<file path="src/rtl/twi_cmd_pkg.sv">
package twi_cmd_pkg;

  typedef enum logic [2:0] {
    ST_IDLE,
    ST_ISSUE,
    ST_WAIT,
    ST_RCV_REQ,
    ST_RCV_WAIT,
    ST_BACKOFF,
    ST_FINISH
  } eng_state_t;

  typedef struct packed {
    logic        rd;
    logic [6:0]  dev;
    logic [15:0] ia;
    logic [1:0]  ia_len;
    logic [3:0]  nbytes;
    logic [63:0] wdata;
  } cmd_t;

  typedef struct packed {
    logic        rd;
    logic [6:0]  dev;
    logic [2:0]  size;
    logic        op_ia;
    logic [4:0]  ia_hi;
    logic [2:0]  ia_lo;
    logic        ext_en;
    logic [7:0]  ext_ia;
    logic [31:0] data;
    logic [31:0] ext_data;
  } xfr_fields_t;

  // Legal lengths: read 1..4, write 1..8, offset 0..2 bytes.
  function automatic logic cmd_legal(input cmd_t c);
    logic len_ok;
    len_ok = (c.nbytes != 4'd0) &&
             (c.rd ? (c.nbytes <= 4'd4) : (c.nbytes <= 4'd8));
    return len_ok && (c.ia_len != 2'd3);
  endfunction

  // Codes that mean another master won or the port is busy as a target.
  function automatic logic is_retry_code(input logic [7:0] st);
    case (st)
      8'h38, 8'h68, 8'h78, 8'h80, 8'h88,
      8'hA0, 8'hA8, 8'hB0, 8'hB8, 8'hC8: return 1'b1;
      default:                           return 1'b0;
    endcase
  endfunction

  // Keep the low nbytes bytes of a 32-bit read word.
  function automatic logic [31:0] rd_mask(input logic [3:0] nbytes);
    logic [31:0] m;
    m = '0;
    for (int b = 0; b < 4; b++) begin
      if (b < int'(nbytes)) m[b*8 +: 8] = 8'hFF;
    end
    return m;
  endfunction

endpackage

</file>
<file path="src/rtl/twi_cmd_timer.sv">
module twi_cmd_timer #(
  parameter int W = 8
) (
  input  logic         clk,
  input  logic         rst_n,
  input  logic         load,
  input  logic [W-1:0] load_val,
  input  logic         run,
  output logic         zero
);
  logic [W-1:0] cnt_q;

  always_ff @(posedge clk or negedge rst_n) begin
    if (!rst_n) begin
      cnt_q <= '0;
    end else if (load) begin
      cnt_q <= load_val;
    end else if (run && (cnt_q != '0)) begin
      cnt_q <= cnt_q - 1'b1;
    end
  end

  assign zero = (cnt_q == '0);
endmodule

</file>
<file path="src/rtl/twi_cmd_classify.sv">
module twi_cmd_classify
  import twi_cmd_pkg::*;
(
  input  logic       active,
  input  logic       done,
  input  logic       ok,
  input  logic [7:0] status,
  input  logic       tmr_zero,
  output logic       ev_ok,
  output logic       ev_retry,
  output logic       ev_fatal,
  output logic       ev_timeout
);
  logic seen;
  logic retry_code;

  assign seen       = active && done;
  assign retry_code = is_retry_code(status);
  assign ev_ok      = seen && ok;
  assign ev_retry   = seen && !ok && retry_code;
  assign ev_fatal   = seen && !ok && !retry_code;
  // Completion takes priority over an expiring window.
  assign ev_timeout = active && !done && tmr_zero;
endmodule

</file>
<file path="src/rtl/twi_cmd_pack.sv">
module twi_cmd_pack
  import twi_cmd_pkg::*;
(
  input  cmd_t        cmd,
  input  logic        poll_phase,
  output xfr_fields_t f
);
  logic has_ia;
  logic wide_ia;
  logic long_wr;

  assign has_ia  = (cmd.ia_len != 2'd0);
  assign wide_ia = (cmd.ia_len == 2'd2);
  assign long_wr = !cmd.rd && (cmd.nbytes > 4'd4);

  always_comb begin
    f     = '0;
    f.dev = cmd.dev;
    if (poll_phase) begin
      f.rd   = 1'b1;
      f.size = 3'd0;
    end else begin
      f.rd       = cmd.rd;
      f.size     = 3'(cmd.nbytes - 4'd1);
      f.op_ia    = has_ia;
      f.ia_hi    = has_ia  ? cmd.ia[7:3]  : 5'd0;
      f.ia_lo    = has_ia  ? cmd.ia[2:0]  : 3'd0;
      f.ext_en   = wide_ia;
      f.ext_ia   = wide_ia ? cmd.ia[15:8] : 8'd0;
      f.data     = cmd.rd  ? 32'd0 : cmd.wdata[31:0];
      f.ext_data = long_wr ? cmd.wdata[63:32] : 32'd0;
    end
  end
endmodule

</file>
<file path="src/rtl/twi_cmd_engine.sv">
module twi_cmd_engine
  import twi_cmd_pkg::*;
#(
  parameter int TIMEOUT_CYC     = 10000,
  parameter int RETRY_DELAY_CYC = 1000000,
  parameter int MAX_RETRY       = 5,
  parameter int POLL_MAX        = 100
) (
  input  logic        clk,
  input  logic        rst_n,
  input  logic        cmd_start,
  input  logic        cmd_read,
  input  logic [6:0]  cmd_dev,
  input  logic [15:0] cmd_ia,
  input  logic [1:0]  cmd_ia_len,
  input  logic [3:0]  cmd_nbytes,
  input  logic [63:0] cmd_wdata,
  output logic        busy,
  output logic        res_done,
  output logic        res_err,
  output logic [31:0] res_rdata,
  output logic        xfr_issue,
  output logic        xfr_pending,
  output logic        xfr_read,
  output logic [6:0]  xfr_dev,
  output logic [2:0]  xfr_size,
  output logic        xfr_op_ia,
  output logic [4:0]  xfr_ia_hi,
  output logic [2:0]  xfr_ia_lo,
  output logic        xfr_ext_en,
  output logic [7:0]  xfr_ext_ia,
  output logic [31:0] xfr_data,
  output logic [31:0] xfr_ext_data,
  input  logic        xfr_done,
  input  logic        xfr_ok,
  input  logic [7:0]  xfr_status,
  input  logic [31:0] xfr_rdata,
  output logic        rcv_req,
  input  logic        rcv_done
);
  localparam int TMAX = (TIMEOUT_CYC > RETRY_DELAY_CYC) ? TIMEOUT_CYC : RETRY_DELAY_CYC;
  localparam int TW   = $clog2(TMAX + 1);
  localparam int RW   = $clog2(MAX_RETRY + 1);
  localparam int PW   = $clog2(POLL_MAX + 1);

  eng_state_t    state_q;
  cmd_t          cmd_q, cmd_in;
  logic          poll_phase;
  logic [RW-1:0] retry_cnt;
  logic [PW-1:0] poll_cnt;
  logic          err_q;
  logic [31:0]   rdata_q;
  xfr_fields_t   fld;

  // Named events, visible to the checker.
  logic ev_ok, ev_retry, ev_fatal, ev_timeout, ev_reject, ev_accept;
  logic ev_fail;
  logic tmr_load, tmr_run, tmr_zero;
  logic [TW-1:0] tmr_val;
  logic budget_left, poll_left;

  assign cmd_in = '{rd: cmd_read, dev: cmd_dev, ia: cmd_ia, ia_len: cmd_ia_len,
                    nbytes: cmd_nbytes, wdata: cmd_wdata};

  assign ev_accept   = (state_q == ST_IDLE) && cmd_start && cmd_legal(cmd_in);
  assign ev_reject   = (state_q == ST_IDLE) && cmd_start && !cmd_legal(cmd_in);
  assign ev_fail     = ev_retry || ev_fatal;
  assign budget_left = (retry_cnt != '0);
  assign poll_left   = (poll_cnt != PW'(POLL_MAX));

  twi_cmd_classify u_cls (
    .active    (state_q == ST_WAIT),
    .done      (xfr_done),
    .ok        (xfr_ok),
    .status    (xfr_status),
    .tmr_zero  (tmr_zero),
    .ev_ok     (ev_ok),
    .ev_retry  (ev_retry),
    .ev_fatal  (ev_fatal),
    .ev_timeout(ev_timeout)
  );

  assign tmr_load = (state_q == ST_ISSUE) || (ev_retry && !poll_phase);
  assign tmr_val  = (state_q == ST_ISSUE) ? TW'(TIMEOUT_CYC) : TW'(RETRY_DELAY_CYC);
  assign tmr_run  = (state_q == ST_WAIT) || (state_q == ST_BACKOFF);

  twi_cmd_timer #(.W(TW)) u_tmr (
    .clk     (clk),
    .rst_n   (rst_n),
    .load    (tmr_load),
    .load_val(tmr_val),
    .run     (tmr_run),
    .zero    (tmr_zero)
  );

  twi_cmd_pack u_pack (
    .cmd       (cmd_q),
    .poll_phase(poll_phase),
    .f         (fld)
  );

  always_ff @(posedge clk or negedge rst_n) begin
    if (!rst_n) begin
      state_q    <= ST_IDLE;
      cmd_q      <= '0;
      poll_phase <= 1'b0;
      retry_cnt  <= '0;
      poll_cnt   <= '0;
      err_q      <= 1'b0;
      rdata_q    <= '0;
    end else begin
      case (state_q)
        ST_IDLE: begin
          if (ev_reject) begin
            cmd_q   <= cmd_in;
            err_q   <= 1'b1;
            rdata_q <= '0;
            state_q <= ST_FINISH;
          end else if (ev_accept) begin
            cmd_q      <= cmd_in;
            poll_phase <= 1'b0;
            retry_cnt  <= RW'(MAX_RETRY);
            poll_cnt   <= '0;
            state_q    <= ST_ISSUE;
          end
        end
        ST_ISSUE: state_q <= ST_WAIT;
        ST_WAIT: begin
          if (ev_ok) begin
            if (poll_phase || cmd_q.rd) begin
              err_q   <= 1'b0;
              rdata_q <= poll_phase ? 32'd0 : (xfr_rdata & rd_mask(cmd_q.nbytes));
              state_q <= ST_FINISH;
            end else begin
              poll_phase <= 1'b1;
              poll_cnt   <= PW'(1);
              state_q    <= ST_ISSUE;
            end
          end else if (ev_fail && poll_phase) begin
            if (poll_left) begin
              poll_cnt <= poll_cnt + 1'b1;
              state_q  <= ST_ISSUE;
            end else begin
              err_q   <= 1'b1;
              rdata_q <= '0;
              state_q <= ST_FINISH;
            end
          end else if (ev_retry) begin
            state_q <= ST_BACKOFF;
          end else if (ev_fatal) begin
            err_q   <= 1'b1;
            rdata_q <= '0;
            state_q <= ST_FINISH;
          end else if (ev_timeout) begin
            state_q <= ST_RCV_REQ;
          end
        end
        ST_RCV_REQ: state_q <= ST_RCV_WAIT;
        ST_RCV_WAIT: begin
          if (rcv_done) begin
            if (poll_phase ? poll_left : budget_left) begin
              if (poll_phase) poll_cnt  <= poll_cnt + 1'b1;
              else            retry_cnt <= retry_cnt - 1'b1;
              state_q <= ST_ISSUE;
            end else begin
              err_q   <= 1'b1;
              rdata_q <= '0;
              state_q <= ST_FINISH;
            end
          end
        end
        ST_BACKOFF: begin
          if (tmr_zero) begin
            if (budget_left) begin
              retry_cnt <= retry_cnt - 1'b1;
              state_q   <= ST_ISSUE;
            end else begin
              err_q   <= 1'b1;
              rdata_q <= '0;
              state_q <= ST_FINISH;
            end
          end
        end
        ST_FINISH: state_q <= ST_IDLE;
        default:   state_q <= ST_IDLE;
      endcase
    end
  end

  assign busy         = (state_q != ST_IDLE);
  assign res_done     = (state_q == ST_FINISH);
  assign res_err      = err_q;
  assign res_rdata    = rdata_q;
  assign xfr_issue    = (state_q == ST_ISSUE);
  assign xfr_pending  = (state_q == ST_WAIT);
  assign rcv_req      = (state_q == ST_RCV_REQ);
  assign xfr_read     = fld.rd;
  assign xfr_dev      = fld.dev;
  assign xfr_size     = fld.size;
  assign xfr_op_ia    = fld.op_ia;
  assign xfr_ia_hi    = fld.ia_hi;
  assign xfr_ia_lo    = fld.ia_lo;
  assign xfr_ext_en   = fld.ext_en;
  assign xfr_ext_ia   = fld.ext_ia;
  assign xfr_data     = fld.data;
  assign xfr_ext_data = fld.ext_data;
endmodule

</file>
<file path="config.mk">
export PLATFORM = sky130hd
export DESIGN_NAME = twi_cmd_engine
export DESIGN_NICKNAME = d
export VERILOG_FILES = /design/src/rtl/twi_cmd_pkg.sv /design/src/rtl/twi_cmd_timer.sv /design/src/rtl/twi_cmd_classify.sv /design/src/rtl/twi_cmd_pack.sv /design/src/rtl/twi_cmd_engine.sv
export SDC_FILE = /design/constraint.sdc
export NUM_CORES = 1
export LEC_CHECK = 0
export BUFFER_PORTS_ARGS = -buffer_cell sky130_fd_sc_hd__buf_4
export CORE_MARGIN = 2
export CORE_UTILIZATION = 45
export DETAILED_ROUTE_END_ITERATION = 10
export PLACE_DENSITY = 0.76
export SLEW_MARGIN = 15
export SYNTH_ARGS = -nofsm -noshare
export SYNTH_HDL_FRONTEND = slang
export SYNTH_SLANG_ARGS = --single-unit
</file>
<file path="constraint.sdc">
create_clock -name clk -period 2.5 [get_ports clk]
set_clock_uncertainty 0.05 [all_clocks]
set_input_delay 0.375 -clock clk [delete_from_list [all_inputs] [get_ports clk]]
set_output_delay 0.375 -clock clk [all_outputs]
set_load 0.01 [all_outputs]
</file>
==> reports/results.txt, run 1 <==
CTS tree = done
Peak Freq = 417 MHz
Mapped Cells = 649
Hold WC Path Type = input pin to flip-flop
crit path max fanout = 16
worst skew pair latency = 420 ps
# fillers = 1309
core area = 0.0164 mm^2
RSZ-0062 raised after global routing = yes
final setup vio count = 0
met2 Usage GRT = 36.7%
# nets final = 1079
TritonRoute pass-1 iters = 4
pin count of the biggest net entering global routing = 99
most numerous cell on the critical path = buf_4
die area = 0.0177 mm^2
root buffer cell = clkbuf_16
antenna violations before repair = 0
DR vias = 6042
part of the cycle the worst path needs = 95.9%
crit end category = output pin
register area = 0.00403 mm^2
via density per instance = 5.20
met1 GRT Util = 27.9%
Mapped Nets = 798
worst path cell trace = buf_4 -> nor2_4 -> inv_1 -> nor2_2 -> buf_6 -> and2_1 -> buf_4
leakage power = 5.02 nW
Routed WL per cell = 16.9 um
initial core utilization = 45.7%
remaining global-route overflow = 0
Ports = 271
Tmin final = 2400 ps
Post-synth EDFFs = 0
CP Data Arrival Time = 1970 ps
Syn Std Cell Area = 0.00750 mm^2
Worst Path Required = 2080 ps
DRC violation count after routing = 0
GR Layer Usage met3 = 7.36%
H-tree depth = 4
Die Height = 133 um
ys flop type = dfrtp_1
Port Buffers = 270
Std-Cell Rows = 47
fin util = 64.1%
count of pins over their slew limit = 0
Synth Register Bits = 161
layout cells sized above 1 = 45.4%
area of the multi-input gates = 0.00326 mm^2
first-pass GRT wire length = 31.4 mm
CTS sink cnt = 161
Max Buffers Root-to-Sink = 2
Post-Route WL = 19.6 mm
Die X = 133 um
slew margin rel. = 61.3%
Clk pin slew, worst setup/hold paths = 70 ps
CP Launch Type = flip-flop
outcome = complete, no violations
Mean Syn Cell Area = 11.6 um^2
number of library cell types mapped by synthesis = 53
ant diodes = 0
Seq/Total Area, Yosys = 53.7%
GP Congestion = 0.877
DRT antenna net count = 0
Worst Tran Pin Value = 578 ps
share of synthesized flip-flops with an asynchronous set or reset = 100%
Iter 0 DRT Violations = 286
placed insts = 1129
final setup margin = 102 ps
Slowest Stage Delay on Critical Path = 460 ps
layer carrying the most global-route usage = met2
GR Util All Layers = 22.3%
Synth-to-Final Area Change = 40.3%
Hold Vio Cnt, Final = 0
post-CTS setup buffers = 0
pwr dens = 1020 mW/mm^2
final non-filler cell total = 1163
worst vdd ir = 0.561 mV
DP Worst Slack = 60.5 ps
Worst path slowest cell = dfrtp_2
HPWL after detailed placement = 14.2 mm
vias in the first global route = 6208
Inserted Clock Buffers = 17
kind of critical path = flip-flop to output pin
max cap viols = 0
synth warn = 0
## worst paths after layout
| check | start | to | slack, ps | cells past startpoint |
|---|---|---|---|---|
| hold / removal | xfr_rdata[28] | res_rdata[28] | 120 | 2 |
| min in group asynchronous | rst_n | cmd_q[85] | 490 | 2 |
| max in group asynchronous | rst_n | cmd_q[25] | 1180 | 3 |
| hold reg to reg | retry_cnt[1] | retry_cnt[1] | 440 | 2 |
| setup / recovery | poll_phase | xfr_ext_data[23] | 100 | 7 |
| setup reg to reg | poll_cnt[0] | res_rdata[27] | 150 | 9 |
## state kept, by name, indices dropped and copies added (netlist names)
register and cells:
u_tmr.cnt_q 20, retry_cnt 3, poll_phase 1, state_q 3, poll_cnt 7, cmd_q 94
res_rdata 32, res_err 1
## synthesized netlist by cell type (7+ instances only)
master	instances	area, um^2
and3_1	8	50.1
a22o_1	32	280
dfrtp_1	161	4030
mux2_2	92	1040
and2_1	83	519
a211oi_1	7	52.6
buf_4	7	52.6
inv_1	19	71.3
ha_1	9	113
nand2b_1	9	56.3
nand2_1	22	82.6
o21ai_0	15	75.1
clkbuf_1	23	86.3
nor3_1	14	70.1
nand3_1	12	60.1
a21oi_1	19	95.1
xnor2_1	9	78.8
nor2_1	34	128
## placed cells by master, fill, tap and decap left out, types with 9 or more instances in the layout
| cell type | instances |
|---|---|
| inv_1 | 19 |
| nand2b_1 | 9 |
| nand3_1 | 12 |
| a22o_1 | 32 |
| a21oi_1 | 19 |
| nor2_1 | 32 |
| nor3_1 | 14 |
| and2_1 | 83 |
| dfrtp_1 | 160 |
| nand2_1 | 22 |
| buf_4 | 289 |
| mux2_2 | 92 |
| ha_1 | 9 |
| xnor2_1 | 9 |
| clkbuf_16 | 17 |
| o21ai_0 | 15 |
## critical path: cells and delay by family, from the launching register on
kind          cells  cell delay (ps)
simple gates      3              500
buf+inv           4              600
flops             1              460
## routing by layer
layer / up-vias / routed length [um]
met3: 33 / 1630
met2: 226 / 9590
met4: 0 / 411
met1: 2927 / 8010
li1: 2856 / -
met5: - / 0
## what timing repair did
action / in CTS / in global routing
hold buffers: 1 / 0
setup endpoints to repair: 32 / 56
gates cloned: 1 / 0
pin swaps: 0 / 0
resized for setup: 4 / 2
hold endpoints to repair: 53 / 0
## stage by stage
step                      hold slack (ps)  instance area [um^2]  setup TNS, ps  power [mW]
final                                 118                 10500              0        10.7
after global routing                  112                 10500          -11.4        11.4
after CTS                             102                 10500              0        10.8
after detailed placement              332                  9880              0        8.07
after global placement                331                  9880              0        7.93
after floorplan                      29.4                  7500              0        6.51
## cell type report
type                    instances  share of cell area, %
flip-flops and latches        161                   38.3
well taps                     220                   2.62
repair buffers                296                   21.7
clock inverters                14                   1.63
inverters                      19                  0.678
clock buffers                  18                   4.08
multi-input cells             435                   31.0
## power by group
group          switching, mW  total [mW]  internal [mW]
clock network           1.16        2.67           1.51
logic                   1.90        3.99           2.09
registers              0.500        4.04           3.54
total                   3.56        10.7           7.14
## cell families after synthesis
logic type,share of synthesized area (%)
DFF,53.7
muxes,13.8
AOI/OAI and AO/OA,10.3
xor gates and xnor gates,1.75
buffers and inverters,3.12
and+or+nand+nor,15.7
adders and majority gates,1.50
Power figures use the tool's default switching activity.
==> run 2, diff against run 1 <==
Settings changed: HOLD_SLACK_MARGIN from default to 0.12.
==> run 2 against run 1 <==
  * Final cell count up 5.1%
  * Design area increased by 5.7%
  * Global-route usage rose by 1.3 points
  * First-iteration DRC count down 4.9%
  * Register-to-register slack hardly changed
  * Die area is the same
  * Via count increased by 4.4%
  * Critical endpoint unchanged
  * Largest cell class unchanged
==> reports/results.txt, run 2 (synthesis results as in run 1) <==
worst path cell trace = buf_4 -> nor2_4 -> inv_1 -> nor2_4 -> buf_6 -> and2_1 -> buf_4
Largest register FFs = 94 (unchanged)
power after layout = 10.8 mW (+1.3%)
via density per instance = 5.16 (-0.64%)
Biggest register = cmd_q
final non-filler cell total = 1222 (+5.1%)
Pint = 7.21 mW (+0.97%)
net switching component of the power = 3.63 mW (+2.0%)
most common cell after layout, fill and taps aside = buf_4
Clk pin slew, worst setup/hold paths = 60 ps (about the same)
Inserted Clock Buffers = 17 (unchanged)
count of pins over their slew limit = 0 (unchanged)
part of the cycle the worst path needs = 95.7% (-0.22 points)
power share of the sequential group = 37.5% (-0.3 points)
Iter 0 DRT Violations = 272 (-4.9%)
final setup vio count = 0 (unchanged)
cell family with most CP delay = buffers and inverters
Cell Area, Placed = 0.00988 mm^2 (unchanged)
Port Buffers = 270 (unchanged)
RSZ-0062 raised after global routing = no
TNS Setup = 0 ps (unchanged)
placed insts = 1129 (unchanged)
worst vdd ir = 0.564 mV (+0.51%)
TritonRoute pass-1 iters = 4 (unchanged)
root buffer cell = clkbuf_16
commonest cells after routing, fill and taps aside = buf_4 (288), dfrtp_1 (160), mux2_2 (92)
Max Buffers Root-to-Sink = 2 (unchanged)
H-tree depth = 4 (unchanged)
ant diodes = 0 (unchanged)
Synth-to-Final Area Change = 48.3%
CTS tree = done
Routed WL per cell = 17.0 um (+0.76%)
Hold Vio Cnt, Final = 0 (unchanged)
crit path max fanout = 16 (unchanged)
Ports = 271 (unchanged)
leakage power = 5.26 nW (+4.9%)
Buf/Inv on CP = 4 (unchanged)
Peak Freq = 418 MHz (+0.23%)
pin count of the biggest net entering global routing = 99 (unchanged)
Slowest Stage Delay on Critical Path = 460 ps (about the same)
DRT antenna net count = 0 (unchanged)
Worst path slowest cell = dfrtp_2
cell area after layout = 0.0111 mm^2 (+5.7%)
vias in the first global route = 6522 (+5.1%)
max cap viols = 0 (unchanged)
layout cells sized above 1 = 42.8% (-2.6 points)
# fillers = 1204 (-8.0%)
kind of critical path = flip-flop to output pin
Die X = 133 um (unchanged)
initial core utilization = 45.7% (unchanged)
Sw Share = 33.5% (+0.23 points)
Post-Route WL = 20.8 mm (+5.9%)
outcome = complete, no violations
Comb power frac = 37.9% (+0.6 points)
CP Data Arrival Time = 1970 ps (about the same)
# nets final = 1138 (+5.5%)
CP Launch Type = flip-flop
pwr dens = 975 mW/mm^2 (-4.2%)
slew margin rel. = 61.2% (-0.11 points)
GP Congestion = 0.877 (unchanged)
crit end category = output pin
DRC violation count after routing = 0 (unchanged)
die area = 0.0177 mm^2 (unchanged)
remaining global-route overflow = 0 (unchanged)
worst skew pair latency = 420 ps (about the same)
first-pass GRT wire length = 33.1 mm (+5.4%)
DR vias = 6308 (+4.4%)
worst hold slack = 133 ps (+15.4 ps)
GR Util All Layers = 23.6% (+1.3 points)
Std-Cell Rows = 47 (unchanged)
antenna violations before repair = 0 (unchanged)
CTS sink cnt = 161 (unchanged)
Clock power frac = 24.6% (-0.4 points)
Worst Tran Pin Value = 580 ps (+1.62 ps)
Tmin final = 2390 ps (-5.46 ps)
Worst Path Required = 2080 ps (about the same)
Die Height = 133 um (unchanged)
HPWL after detailed placement = 14.2 mm (unchanged)
Hold WC Path Type = input pin to flip-flop
core area = 0.0164 mm^2 (unchanged)
run 2: per-stage QoR:
step / util, % / worst slack, ps
2_1_floorplan: - / 79.5
3_3_place_gp: 60.2 / 165
3_5_place_dp: 60.2 / 60.5
4_1_cts: 67.6 / 25.7
5_1_grt: 67.8 / 13.8
6_report: 67.8 / 108
run 2: metal layers:
| metal | global-route usage [%] | wire length (um) | vias up | share of wire (%) |
|---|---|---|---|---|
| li1 | - | - | 2978 | - |
| met1 | 29.0 | 8350 | 3065 | 40 |
| met2 | 39.5 | 10400 | 230 | 50 |
| met3 | 7.39 | 1610 | 35 | 7.7 |
| met4 | 8.24 | 401 | 0 | 1.9 |
| met5 | 0 | 0 | - | 0 |
run 2: area by class of cell:
class,count,area [um^2],area share [%]
repair buffers,355,2880,25.9
clock inverters,14,171,1.54
well taps,220,275,2.47
flip-flops and latches,161,4030,36.2
clock buffers,18,429,3.86
inverters,19,71.3,0.641
multi-input cells,435,3270,29.4
run 2: repair_timing:
item                       CTS  global route
buffers inserted             0             0
setup endpoints to repair   32            56
gates cloned                 1             0
hold endpoints to repair   111             1
gates resized for setup      4             5
hold buffers                59             1
run 2: power by group through the flow:
stage	clock network, mW	logic, mW	registers [mW]
6_report	2.67	4.11	4.07
5_1_grt	2.83	4.47	4.19
4_1_cts	2.72	4.09	4.06
3_5_place_dp	0	3.97	4.10
3_3_place_gp	0	3.88	4.05
2_1_floorplan	0	2.58	3.93
run 2: worst register-to-register path, cell delays in order, from the launching register on:
cell and delay (ps):
dfrtp_1 410, inv_1 90, ha_1 160, nor4bb_1 320
a311o_1 240, a21oi_1 80, nor4_2 330, o21ai_2 120
buf_12 180, a22o_1 260
run 2: worst paths after layout:
| path | slack [ps] | cells after the start | end | from |
|---|---|---|---|---|
| min in group asynchronous | 480 | 2 | cmd_q[84] | rst_n |
| max in group asynchronous | 1160 | 3 | cmd_q[1] | rst_n |
| setup reg to reg | 140 | 9 | res_rdata[8] | poll_cnt[0] |
| setup / recovery | 110 | 7 | xfr_ext_data[23] | poll_phase |
| hold reg to reg | 440 | 2 | retry_cnt[1] | retry_cnt[1] |
| hold / removal | 130 | 2 | res_rdata[22] | xfr_rdata[22] |
==> run 3, diff against run 2 <==
Settings changed: CORE_MARGIN 2 to default.
==> run 3 against run 2 <==
  * Flip-flop and latch count unchanged
  * Non-clock buffer count increased by 3
  * Worst hold slack hardly changed
  * Die area is 3.0% lower
  * Global-route usage rose by 0.59 points
  * Maximum frequency increased by 0.93%
  * First-iteration DRC count shrank 8.8%
  * Worst setup slack gained 22 ps
  * Critical endpoint is now xfr_ext_data[14]
  * Design area increased by 0.16%
  * Combinational power about the same
==> reports/results.txt, run 3 (synthesis results as in run 1) <==
most common cell after layout, fill and taps aside = buf_4
met2 WL post-DR = 10.6 mm (+1.6%)
outcome = complete, no violations
crit path max fanout = 16 (unchanged)
leakage power = 5.28 nW (+0.32%)
Post-Route WL = 20.7 mm (-0.67%)
vias in the first global route = 6462 (-0.92%)
Worst Path Required = 2080 ps (about the same)
Hold Vio Cnt, Final = 0 (unchanged)
post-CTS setup buffers = 0 (unchanged)
Worst Tran Pin Value = 506 ps (-74.0 ps)
root buffer cell = clkbuf_16
Iter 0 DRT Violations = 248 (-8.8%)
FF-to-FF setup slack = 170 ps (+30 ps)
worst reg2reg endpoint = u_tmr.cnt_q[13]
layout cells sized above 1 = 42.9% (+0.071 points)
crit end category = output pin
placed insts = 1128 (-0.089%)
Tmin final = 2370 ps (-22.1 ps)
hold path depth = 3 (+1)
kind of critical path = flip-flop to output pin
CP Launch Type = flip-flop
highest routed layer = met4
pwr dens = 969 mW/mm^2 (-0.57%)
Hold WC Path Type = input pin to flip-flop
hold_sp = cmd_nbytes[0]
met3 WL post-DR = 1.46 mm (-9.1%)
final setup vio count = 0 (unchanged)
first-pass GRT wire length = 31.5 mm (-4.7%)
final setup margin = 130 ps (+22.1 ps)
max cap viols = 0 (unchanged)
Routed WL per cell = 16.9 um (-0.59%)
Ports = 271 (unchanged)
DRT met1 WL = 8.21 mm (-1.7%)
worst skew pair latency = 410 ps (about the same)
# nets final = 1141 (+0.26%)
area of the multi-input gates = 0.00327 mm^2 (about the same)
Port Buffers = 270 (unchanged)
final non-filler cell total = 1221 (-0.082%)
GP Congestion = 0.864 (-1.5%)
DR vias = 6331 (+0.36%)
H-tree depth = 4 (unchanged)
RSZ-0062 raised after global routing = yes
DP Worst Slack = 55.2 ps (-5.32 ps)
worst vdd ir = 0.864 mV (+53%)
GR Util All Layers = 24.2% (+0.59 points)
# fillers = 1189 (-1.2%)
part of the cycle the worst path needs = 94.8% (-0.88 points)
DRC violation count after routing = 0 (unchanged)
worst hold path endpoint = cmd_q[64]
initial core utilization = 46.7% (+0.99 points)
count of pins over their slew limit = 0 (unchanged)
Biggest register = cmd_q
Peak Freq = 422 MHz (+0.93%)
die area = 0.0172 mm^2 (-3.0%)
via density per instance = 5.19 (+0.45%)
remaining global-route overflow = 0 (unchanged)
TritonRoute pass-1 iters = 4 (unchanged)
Clk pin slew, worst setup/hold paths = 60 ps (about the same)
Inserted Clock Buffers = 17 (unchanged)
slew margin rel. = 66.1% (+5.0 points)
pin count of the biggest net entering global routing = 55 (-44%)
Largest register FFs = 94 (unchanged)
ant diodes = 0 (unchanged)
Max Buffers Root-to-Sink = 2 (unchanged)
reg2reg start = state_q[2]
commonest cells after routing, fill and taps aside = buf_4 (291), dfrtp_1 (161), mux2_2 (92)
register area = 0.00403 mm^2 (about the same)
Synth-to-Final Area Change = 48.6%
HPWL after detailed placement = 14.2 mm (about the same)
antenna violations before repair = 0 (unchanged)
R2R cell count = 6 (-3)
CP Data Arrival Time = 1950 ps (-20 ps)
CTS sink cnt = 161 (unchanged)
DRT antenna net count = 0 (unchanged)
Die Height = 131 um (-1.5%)
core area = 0.0161 mm^2 (-2.1%)
TNS Setup = 0 ps (unchanged)
CTS tree = done
Die X = 131 um (-1.5%)
Std-Cell Rows = 46 (-2.1%)
power after layout = 10.8 mW (-0.41%)
==> run 3: worst max path at each step <==
stage / start / to / cells past startpoint
after floorplan: state_q[2] / u_tmr.cnt_q[13] / 8
after global placement: poll_cnt[0] / res_rdata[19] / 9
after detailed placement: poll_cnt[0] / res_rdata[19] / 9
after CTS: poll_phase / xfr_ext_data[15] / 7
after global routing: poll_phase / xfr_ext_data[15] / 7
final: poll_phase / xfr_ext_data[14] / 7
==> run 3: per-stage QoR <==
stage | utilization, % | area (um^2) | hold WS, ps
2_1_floorplan | - | 7500 | 29.4
3_3_place_gp | 61.7 | 9910 | 310
3_5_place_dp | 61.7 | 9910 | 313
4_1_cts | 69.2 | 11100 | 120
5_1_grt | 69.4 | 11100 | 120
6_report | 69.4 | 11100 | 134
==> run 3: area by class of cell <==
| class | count | area share, % |
|---|---|---|
| Multi-Input combinational cell | 435 | 29.3 |
| Clock inverter | 14 | 1.49 |
| Tap cell | 216 | 2.43 |
| Inverter | 19 | 0.640 |
| Sequential cell | 161 | 36.2 |
| Clock buffer | 18 | 3.85 |
| Timing Repair Buffer | 358 | 26.1 |
==> run 3: worst max-delay path, stage by stage (launching register included) <==
cell,delay [ps]
dfrtp_1,440
buf_4,200
nor2_4,130
inv_1,80
nor2_2,170
buf_6,190
and2_1,190
buf_4,140
==> run 3: repair_timing <==
| action | in CTS | in global routing |
|---|---|---|
| gates resized for setup | 1 | 6 |
| hold endpoints to repair | 109 | 0 |
| hold buffers | 60 | 0 |
| gates cloned | 0 | 1 |
| endpoints found under the setup margin | 2 | 65 |
==> run 3: report_power, final <==
group          switching, mW  internal (mW)  leakage (nW)
logic                   1.93           2.17          3.01
registers              0.503           3.54          1.99
clock network           1.14           1.51         0.283
total                   3.58           7.22          5.28
==> run 3: layer usage <==
metal | track usage, % | vias up
li1 | - | 2988
met1 | 28.6 | 3110
met2 | 41.1 | 208
met3 | 8.12 | 25
met4 | 8.72 | 0
met5 | 0 | -
